## src/rtl/shift_pkg.sv

```systemverilog
package shift_pkg;

    typedef enum logic [3:0] {
        OP_LSL  = 4'd0,
        OP_LSR  = 4'd1,
        OP_ASL  = 4'd2,
        OP_ASR  = 4'd3,
        OP_ROL  = 4'd4,
        OP_ROR  = 4'd5,
        OP_RCL  = 4'd6,
        OP_RCR  = 4'd7,
        OP_INV  = 4'd8
    } shu_op_e;

    typedef enum logic [1:0] {
        SZ_BYTE = 2'd0,
        SZ_HALF = 2'd1,
        SZ_WORD = 2'd2,
        SZ_WIDE = 2'd3
    } shu_size_e;

endpackage

```

## src/rtl/shu_size_decode.sv

```systemverilog
module shu_size_decode #(
    parameter int WORD_W = 32,
    parameter int BYTE_W = 8,
    parameter int HALF_W = 16
) (
    input  shift_pkg::shu_size_e size,
    output logic [WORD_W-1:0]    low_mask,
    output logic [WORD_W-1:0]    top_bit
);
    import shift_pkg::*;

    localparam logic [WORD_W-1:0] ONE       = {{(WORD_W-1){1'b0}}, 1'b1};
    localparam logic [WORD_W-1:0] BYTE_MASK = (ONE << BYTE_W) - ONE;
    localparam logic [WORD_W-1:0] HALF_MASK = (ONE << HALF_W) - ONE;
    localparam logic [WORD_W-1:0] BYTE_TOP  = ONE << (BYTE_W - 1);
    localparam logic [WORD_W-1:0] HALF_TOP  = ONE << (HALF_W - 1);
    localparam logic [WORD_W-1:0] WORD_TOP  = ONE << (WORD_W - 1);

    always_comb begin
        case (size)
            SZ_BYTE: begin
                low_mask = BYTE_MASK;
                top_bit  = BYTE_TOP;
            end
            SZ_HALF: begin
                low_mask = HALF_MASK;
                top_bit  = HALF_TOP;
            end
            default: begin
                low_mask = '1;
                top_bit  = WORD_TOP;
            end
        endcase
    end

    always_comb begin
        assert ($onehot(top_bit) && ((top_bit & ~low_mask) == '0))
            else $error("p_top_in_field_r3: top bit outside active field");
    end

endmodule

```

## src/rtl/shu_op_core.sv

```systemverilog
module shu_op_core #(
    parameter int WORD_W = 32
) (
    input  shift_pkg::shu_op_e op,
    input  logic [WORD_W-1:0]  fld,
    input  logic [WORD_W-1:0]  low_mask,
    input  logic [WORD_W-1:0]  top_bit,
    input  logic               cin,
    output logic [WORD_W-1:0]  res,
    output logic               cout
);
    import shift_pkg::*;

    logic [WORD_W-1:0] up_d;
    logic [WORD_W-1:0] dn_d;
    logic              old_top;
    logic              old_low;

    always_comb begin
        up_d    = (fld << 1) & low_mask;
        dn_d    = fld >> 1;
        old_top = |(fld & top_bit);
        old_low = fld[0];
        res     = fld;
        cout    = cin;
        case (op)
            OP_LSL, OP_ASL: begin
                res  = up_d;
                cout = old_top;
            end
            OP_LSR: begin
                res  = dn_d;
                cout = old_low;
            end
            OP_ASR: begin
                res  = dn_d | (old_top ? top_bit : '0);
                cout = old_low;
            end
            OP_ROL: begin
                res  = up_d | {{(WORD_W-1){1'b0}}, old_top};
                cout = old_top;
            end
            OP_ROR: begin
                res  = dn_d | (old_low ? top_bit : '0);
                cout = old_low;
            end
            OP_RCL: begin
                res  = up_d | {{(WORD_W-1){1'b0}}, cin};
                cout = old_top;
            end
            OP_RCR: begin
                res  = dn_d | (cin ? top_bit : '0);
                cout = old_low;
            end
            OP_INV: begin
                res  = ~fld & low_mask;
                cout = cin;
            end
            default: begin
                res  = fld;
                cout = cin;
            end
        endcase
    end

endmodule

```

## src/rtl/shift_flag_unit.sv

```systemverilog
module shift_flag_unit #(
    parameter int WORD_W = 32,
    parameter int BYTE_W = 8,
    parameter int HALF_W = 16
) (
    input  logic              clk,
    input  logic              rst_n,
    input  logic              in_valid,
    input  logic [WORD_W-1:0] in_opnd,
    input  logic [1:0]        in_size,
    input  logic [3:0]        in_op,
    input  logic              in_carry,
    output logic              out_valid,
    output logic [WORD_W-1:0] out_result,
    output logic              out_n,
    output logic              out_z,
    output logic              out_v,
    output logic              out_c
);
    import shift_pkg::*;

    typedef struct packed {
        logic              valid;
        logic [WORD_W-1:0] result;
        logic              n;
        logic              z;
        logic              v;
        logic              c;
    } stage_t;

    stage_t st_d, st_q;

    logic [WORD_W-1:0] low_mask_d;
    logic [WORD_W-1:0] top_bit_d;
    logic [WORD_W-1:0] field_d;
    logic [WORD_W-1:0] core_res_d;
    logic              core_c_d;

    shu_size_decode #(
        .WORD_W (WORD_W),
        .BYTE_W (BYTE_W),
        .HALF_W (HALF_W)
    ) u_size (
        .size     (shu_size_e'(in_size)),
        .low_mask (low_mask_d),
        .top_bit  (top_bit_d)
    );

    assign field_d = in_opnd & low_mask_d;

    shu_op_core #(
        .WORD_W (WORD_W)
    ) u_core (
        .op       (shu_op_e'(in_op)),
        .fld      (field_d),
        .low_mask (low_mask_d),
        .top_bit  (top_bit_d),
        .cin      (in_carry),
        .res      (core_res_d),
        .cout     (core_c_d)
    );

    always_comb begin
        st_d       = st_q;
        st_d.valid = in_valid;
        if (in_valid) begin
            st_d.result = (in_opnd & ~low_mask_d) | core_res_d;
            st_d.n      = |(core_res_d & top_bit_d);
            st_d.z      = (core_res_d == '0);
            st_d.v      = 1'b0;
            st_d.c      = core_c_d;
        end
    end

    always_ff @(posedge clk or negedge rst_n) begin
        if (!rst_n) begin
            st_q <= '0;
        end else begin
            st_q <= st_d;
        end
    end

    assign out_valid  = st_q.valid;
    assign out_result = st_q.result;
    assign out_n      = st_q.n;
    assign out_z      = st_q.z;
    assign out_v      = st_q.v;
    assign out_c      = st_q.c;

    p_valid_next_r2: assert property (@(posedge clk) disable iff (!rst_n)
        in_valid |=> out_valid);

    p_idle_hold_r2: assert property (@(posedge clk) disable iff (!rst_n)
        !in_valid |=> (!out_valid && $stable(out_result) && $stable(out_c)));

    p_byte_upper_r3: assert property (@(posedge clk) disable iff (!rst_n)
        (in_valid && in_size == 2'd0) |=> (out_result[WORD_W-1:BYTE_W] == $past(in_opnd[WORD_W-1:BYTE_W])));

    p_inv_carry_r9: assert property (@(posedge clk) disable iff (!rst_n)
        (in_valid && in_op == 4'd8) |=> (out_c == $past(in_carry)));

    p_rcl_low_r8: assert property (@(posedge clk) disable iff (!rst_n)
        (in_valid && in_op == 4'd6) |=> (out_result[0] == $past(in_carry)));

    p_v_low_r10: assert property (@(posedge clk) disable iff (!rst_n)
        out_valid |-> !out_v);

endmodule

```

## config.mk

```make
export PLATFORM = sky130hd
export DESIGN_NAME = shift_flag_unit
export DESIGN_NICKNAME = d
export VERILOG_FILES = /design/src/rtl/shift_pkg.sv /design/src/rtl/shu_size_decode.sv /design/src/rtl/shu_op_core.sv /design/src/rtl/shift_flag_unit.sv
export SDC_FILE = /design/constraint.sdc
export NUM_CORES = 1
export LEC_CHECK = 0
export BUFFER_PORTS_ARGS = -buffer_cell sky130_fd_sc_hd__buf_2
export CAP_MARGIN = 20
export CORE_ASPECT_RATIO = 0.8
export CORE_MARGIN = 5
export CORE_UTILIZATION = 36
export CTS_CLUSTER_DIAMETER = 150
export DETAILED_ROUTE_END_ITERATION = 6
export PLACE_DENSITY = 0.65
export SLEW_MARGIN = 0
export SYNTH_ARGS = -nofsm -noshare
export SYNTH_HDL_FRONTEND = slang
export SYNTH_SLANG_ARGS = --single-unit
```

## constraint.sdc

```tcl
create_clock -name clk -period 0.8 [get_ports clk]
set_clock_uncertainty 0.05 [all_clocks]
set_input_delay 0.12 -clock clk [delete_from_list [all_inputs] [get_ports clk]]
set_output_delay 0.12 -clock clk [all_outputs]
set_load 0.01 [all_outputs]
```

Yosys cells after proc, flatten, opt, wreduce, memory -nomap -nowiden --
Cells that the tools add are included.
Word-level totals: memory bits (writable) 0, word-level logic and storage cells 43, output and inout port bits 37, bits in latches 0, input port bits 42, ROM bits 0, flip-flop bits (word level) 36, memories 0
Cells by class: magnitude comparators 0, add/sub/neg operators 0, multipliers 0, shifts and indexed selects 0, equal/unequal tests 9, mux-type cells 7, reductions and logical operators 8, divide/modulo/power cells 0, bitwise gates (word level) 14
Operators with widths (number):
- 32-bit case mux with 8 select lines | 1
- 32-bit bitwise AND | 6
- 32-bit case mux with 2 select lines | 2
- 32-bit two-way mux | 3
- 31-bit by 32-bit OR with 32-bit output | 3
- 32-bit inverter | 2
- 32-bit by 1-bit OR with 32-bit output | 2
- 32-bit OR reduction | 2
- 32-bit zero test | 1
- 32-bit OR | 1
- 4-bit by 3-bit == test with 1-bit output (second input constant) | 4
- 4-bit by 2-bit == test with 1-bit output (second input constant) | 2
- 4-bit OR reduction | 2
- 4-bit by 1-bit == test with 1-bit output (second input constant) | 1
- 4-bit == test (second input constant) | 1
- 4-bit zero test | 1
- 2-bit by 1-bit == test with 1-bit output (second input constant) | 1
- 2-bit zero test | 1
- 1-bit case mux with 2 select lines | 1
- 2-bit OR reduction | 1

Longest topological paths before layout --
depth in word-level cells 10, depth in mapped cells 9, mapped depth without buffers 6

Modules after synthesis --
From an unflattened synthesis, not the netlist that was laid out.
Unflattened totals: cell total of the unflattened synthesis 591, area, all modules 4350.4 sq um
Modules (own cells, without submodules):
- shift_flag_unit | instances 1, sequential area each 900.9 sq um, area each 1968.1 sq um, cells each 243
- shu_op_core | instances 1, sequential area each 0.0 sq um, area each 1904.3 sq um, cells each 282
- shu_size_decode | instances 1, sequential area each 0.0 sq um, area each 478.0 sq um, cells each 66

Worst setup path after synthesis --
OpenSTA, ideal clock, no wires.
path type in2reg, start input in_op[2], end register st_q, in the netlist out_z, stages on the path 8, data arrival time 1741 ps, path buffers 2, setup slack -1086 ps, data required time 655 ps, library setup time 95 ps, path through buf_2 -> or3_1 -> buf_2 -> xnor2_1 -> a2111oi_0 -> and4_1 -> nand4_1 -> o32ai_2
On the way: word-level cells in the longest chain between the ends 4, elaborated cells between the ends (all ways) 12, those cells by class 8 x eq/ne; 1 x mux; 3 x reduce/logical
RTL lines:
- from (decl) | RTL line shift_flag_unit.sv:11 | input logic [3:0] in_op,
- 4-bit by 2-bit == test with 1-bit output or 4-bit zero test (tied branches) | RTL line shu_op_core.sv:26 | case (op)
- 2-bit OR reduction
- 32-bit case mux with 8 select lines (*) | RTL line shu_op_core.sv:26
- 32-bit zero test (*) | RTL line shift_flag_unit.sv:69 | st_d.z = (core_res_d == '0);
- to (signal assigned) | RTL line shift_flag_unit.sv:79 | st_q <= st_d;
- to (decl) | RTL line shift_flag_unit.sv:31 | stage_t st_d, st_q;
Every way passes the cells marked *; elsewhere a longest branch is shown, timed or not. A chain may end at the register's enable or synchronous reset.

Worst setup path in the final report --
Same ends and word-level chain as after synthesis.

==> results.toml <==
[yosys]
syn-num-nets = 428
synth_cells = 386
synthAdderAreaFrac_pct = 0
synth-xor-area-share_pct = 2.63
async_reset_ff_share_pct = 100
yosysSeqAreaShare_pct = 30.1
synthMuxAreaShare_pct = 11.5
ys_types = 54
postSynthAreaPerCell_sq_um = 7.75
synth.cell_area_sq_um = 2990
yosys_most_used_dff = "dfrtp_1"
ys.warnings.count = 0
synth_edf_count = 0
ys_seq_elements = 36
synth_top_family_by_area = "compound AO/OA/AOI/OAI gates"
synth-simple-area-share_pct = 18.9
synth_compound_area_share_pct = 29.9

[critical_path]
endpoint_kind = "flip-flop"
cp-start-kind = "primary input"
required_ns = 0.95
critical_path_class = "primary input to flip-flop"
cp_data_arrival_time_ns = 1.88
worstPathMaxFanout = 7

[clock_network]
cts.sinks = 36
cts.clk_slew.worst_paths_ns = 0.08
cts_max_path_buffers = 2
clk_latency_ns = 0.29
ctsHtreeMaxLevel = 2
numCtsBuffers = 5
root_buffer = "clkbuf_8"
cts_tree = "built"

[timing]
fmax_ghz = 0.581
period_needed_ns = 1.72
finalWorstSetupSlack_ns = -0.922
final.setup.tns_ns = -23.68
report.final.slew_viol_count = 0
hold_viol_final = 0
rsz0062_at_grt = "yes"
min_period_over_period_pct = 215
setup_viol = 71

[drt]
ant_nets = 0
wl_per_cell_um = 20.4
drt_first_pass_iters = 5
vias_per_cell = 6.03
drtIter0Drc = 400
drc = 0
wirelength_mm = 14.0
vias = 4154

[die]
ios = 79
coreArea_sq_um = 8020
die-area_sq_um = 10200
rows = 29
die_h_um = 91.6
initial_utilization_pct = 37.3
dieWidth_um = 112

[power]
p_per_area_nw_per_um2 = 1220
p_sw_w = 0.00243
combPwrFrac_pct = 47.7
ir_drop_mv = 1.03
clkPwrFrac_pct = 20.9
internal_power_w = 0.00446
p_leak_nw = 2.46
switching_share_pct = 35.3
p_seq_share_pct = 31.4

[layout]
mostFrequentLayoutCell = "buf_4"
nets = 623
instances_no_fill = 689
layout-drive-gt1-share_pct = 60.1
fin_area_sq_um = 5640
synthToLayoutAreaGrowth_pct = 88.4
n_antenna_cell = 0
layout_common_cells = "buf_4 (110), buf_2 (68), nor2_1 (38), dfrtp_1 (36), a21oi_1 (29)"

[min_path]
hold_class = "primary input to asynchronous set/reset pin"

[global_routing]
antenna_found_initial = 0
grt_start_max_net_pins = 32
grt_pass1_wl_mm = 20.4
grt_util_all_layers_pct = 24.2
first_global_vias = 3856
grt.overflow.total = 0

[place]
dp_cells = 639
hpwl_mm = 8.84
gp_congestion = 0.987
port_buffers = 77
dpl-instance-area_sq_um = 4260

[outcome]
violations = "setup timing"
outcome = "finished, violations left"

[flow_run]
max-cap-violations = 0
[layout make-up]
| cell class | instances | area (sq um) |
|---|---|---|
| sequential | 36 | 901 |
| clock buffer | 7 | 96.3 |
| timing repair buffer | 227 | 1890 |
| tap | 108 | 135 |
| inverter | 9 | 42.5 |
| multi-input combinational | 302 | 2580 |
| fill | 578 | 2380 |
[timing repair]
item                                    4_1_cts  5_1_grt
resized for setup                           124       90
pin swaps                                    42       50
setup buffers                                23       24
endpoints found under the hold margin        36        0
hold buffers                                  1        0
gates cloned                                  5        1
endpoints found under the setup margin       71       71
[power by group through the flow]
stage	sequential [W]	clock (W)	combinational (W)
CTS	0.00215	0.00145	0.00275
global placement	0.00218	0	0.00222
finish	0.00216	0.00144	0.00329
detailed placement	0.00219	0	0.00226
floorplan	0.00229	0	0.00103
global route	0.00219	0.00152	0.00348
[per-layer routing]
metal | track usage (%) | up-vias | wire length, um
met5 | 0 | - | 0
met4 | 6.71 | 0 | 594
li1 | - | 1821 | -
met2 | 39.5 | 288 | 6430
met3 | 5.45 | 68 | 1360
met1 | 32.5 | 1977 | 5650
[synth_stat cells (2+ instances only)]
library cell | instances | share of area, %
a21oi_1 | 52 | 8.7
nor2_1 | 44 | 5.5
dfrtp_1 | 36 | 30
o21ai_0 | 26 | 4.3
clkbuf_1 | 23 | 2.9
mux2i_1 | 22 | 7.4
nand2_1 | 19 | 2.4
o22ai_1 | 15 | 3.1
a211oi_1 | 14 | 3.5
buf_2 | 11 | 1.8
mux2_2 | 11 | 4.1
inv_1 | 9 | 1.1
xnor2_1 | 9 | 2.6
nand3_1 | 8 | 1.3
nand4_1 | 6 | 1.3
nor2b_1 | 6 | 1.3
o211ai_1 | 6 | 1.5
nor4_1 | 5 | 1.0
or3_1 | 5 | 1.0
nand2b_1 | 4 | 0.84
nor3_1 | 4 | 0.67
a221oi_1 | 3 | 0.88
a22oi_1 | 3 | 0.75
a31oi_1 | 3 | 0.63
buf_4 | 3 | 0.75
o21a_1 | 3 | 0.75
o31ai_1 | 3 | 0.75
a2111oi_0 | 2 | 0.59
buf_1 | 2 | 0.25
nand3b_1 | 2 | 0.50
nor3b_1 | 2 | 0.50
or2_2 | 2 | 0.42
or4_1 | 2 | 0.50
[logic make-up after synthesis]
group | Yosys count
AO/OA/AOI/OAI | 144
AND/OR/NAND/NOR | 115
buffers and inverters | 48
flip-flops | 36
multiplexers | 33
XOR/XNOR | 9
other | 1
[registers in the layout, summed over array words and instances (netlist names)]
name / count
out_result: 32
out_c: 1
out_n: 1
out_valid: 1
out_z: 1
[stage by stage]
stage	total power (W)	util, %	hold WS (ns)	worst slack (ns)
final	0.00689	70.3	0.155	-0.922
after global routing	0.00718	70.3	0.187	-0.916
after CTS	0.00636	63.2	0.148	-0.773
after detailed placement	0.00445	53.1	-0.0754	-1.31
after global placement	0.00441	53.1	-0.0791	-1.24
after floorplan	0.00333	-	-0.226	-0.968
[final timing paths]
kind,start,endpoint,slack (ns),depth (start not counted)
worst min register to register,out_result[10],out_result[10],0.46,1
worst min-delay path,rst_n,out_result[17],0.15,2
worst max register to register,out_result[31],out_result[31],-0.15,3
worst max-delay path,in_op[2],out_z,-0.92,7
max in group asynchronous,rst_n,out_valid,0.10,3
min in group clk,in_opnd[24],out_result[24],0.24,4
[worst max-delay path: stages]
cell       delay (ns)
buf_8            0.10
or3_4            0.46
xnor2_1          0.19
a2111oi_1        0.39
and4_1           0.24
nand4_1          0.11
o32ai_2          0.26
No activity file was read; power rests on OpenSTA's default activity.
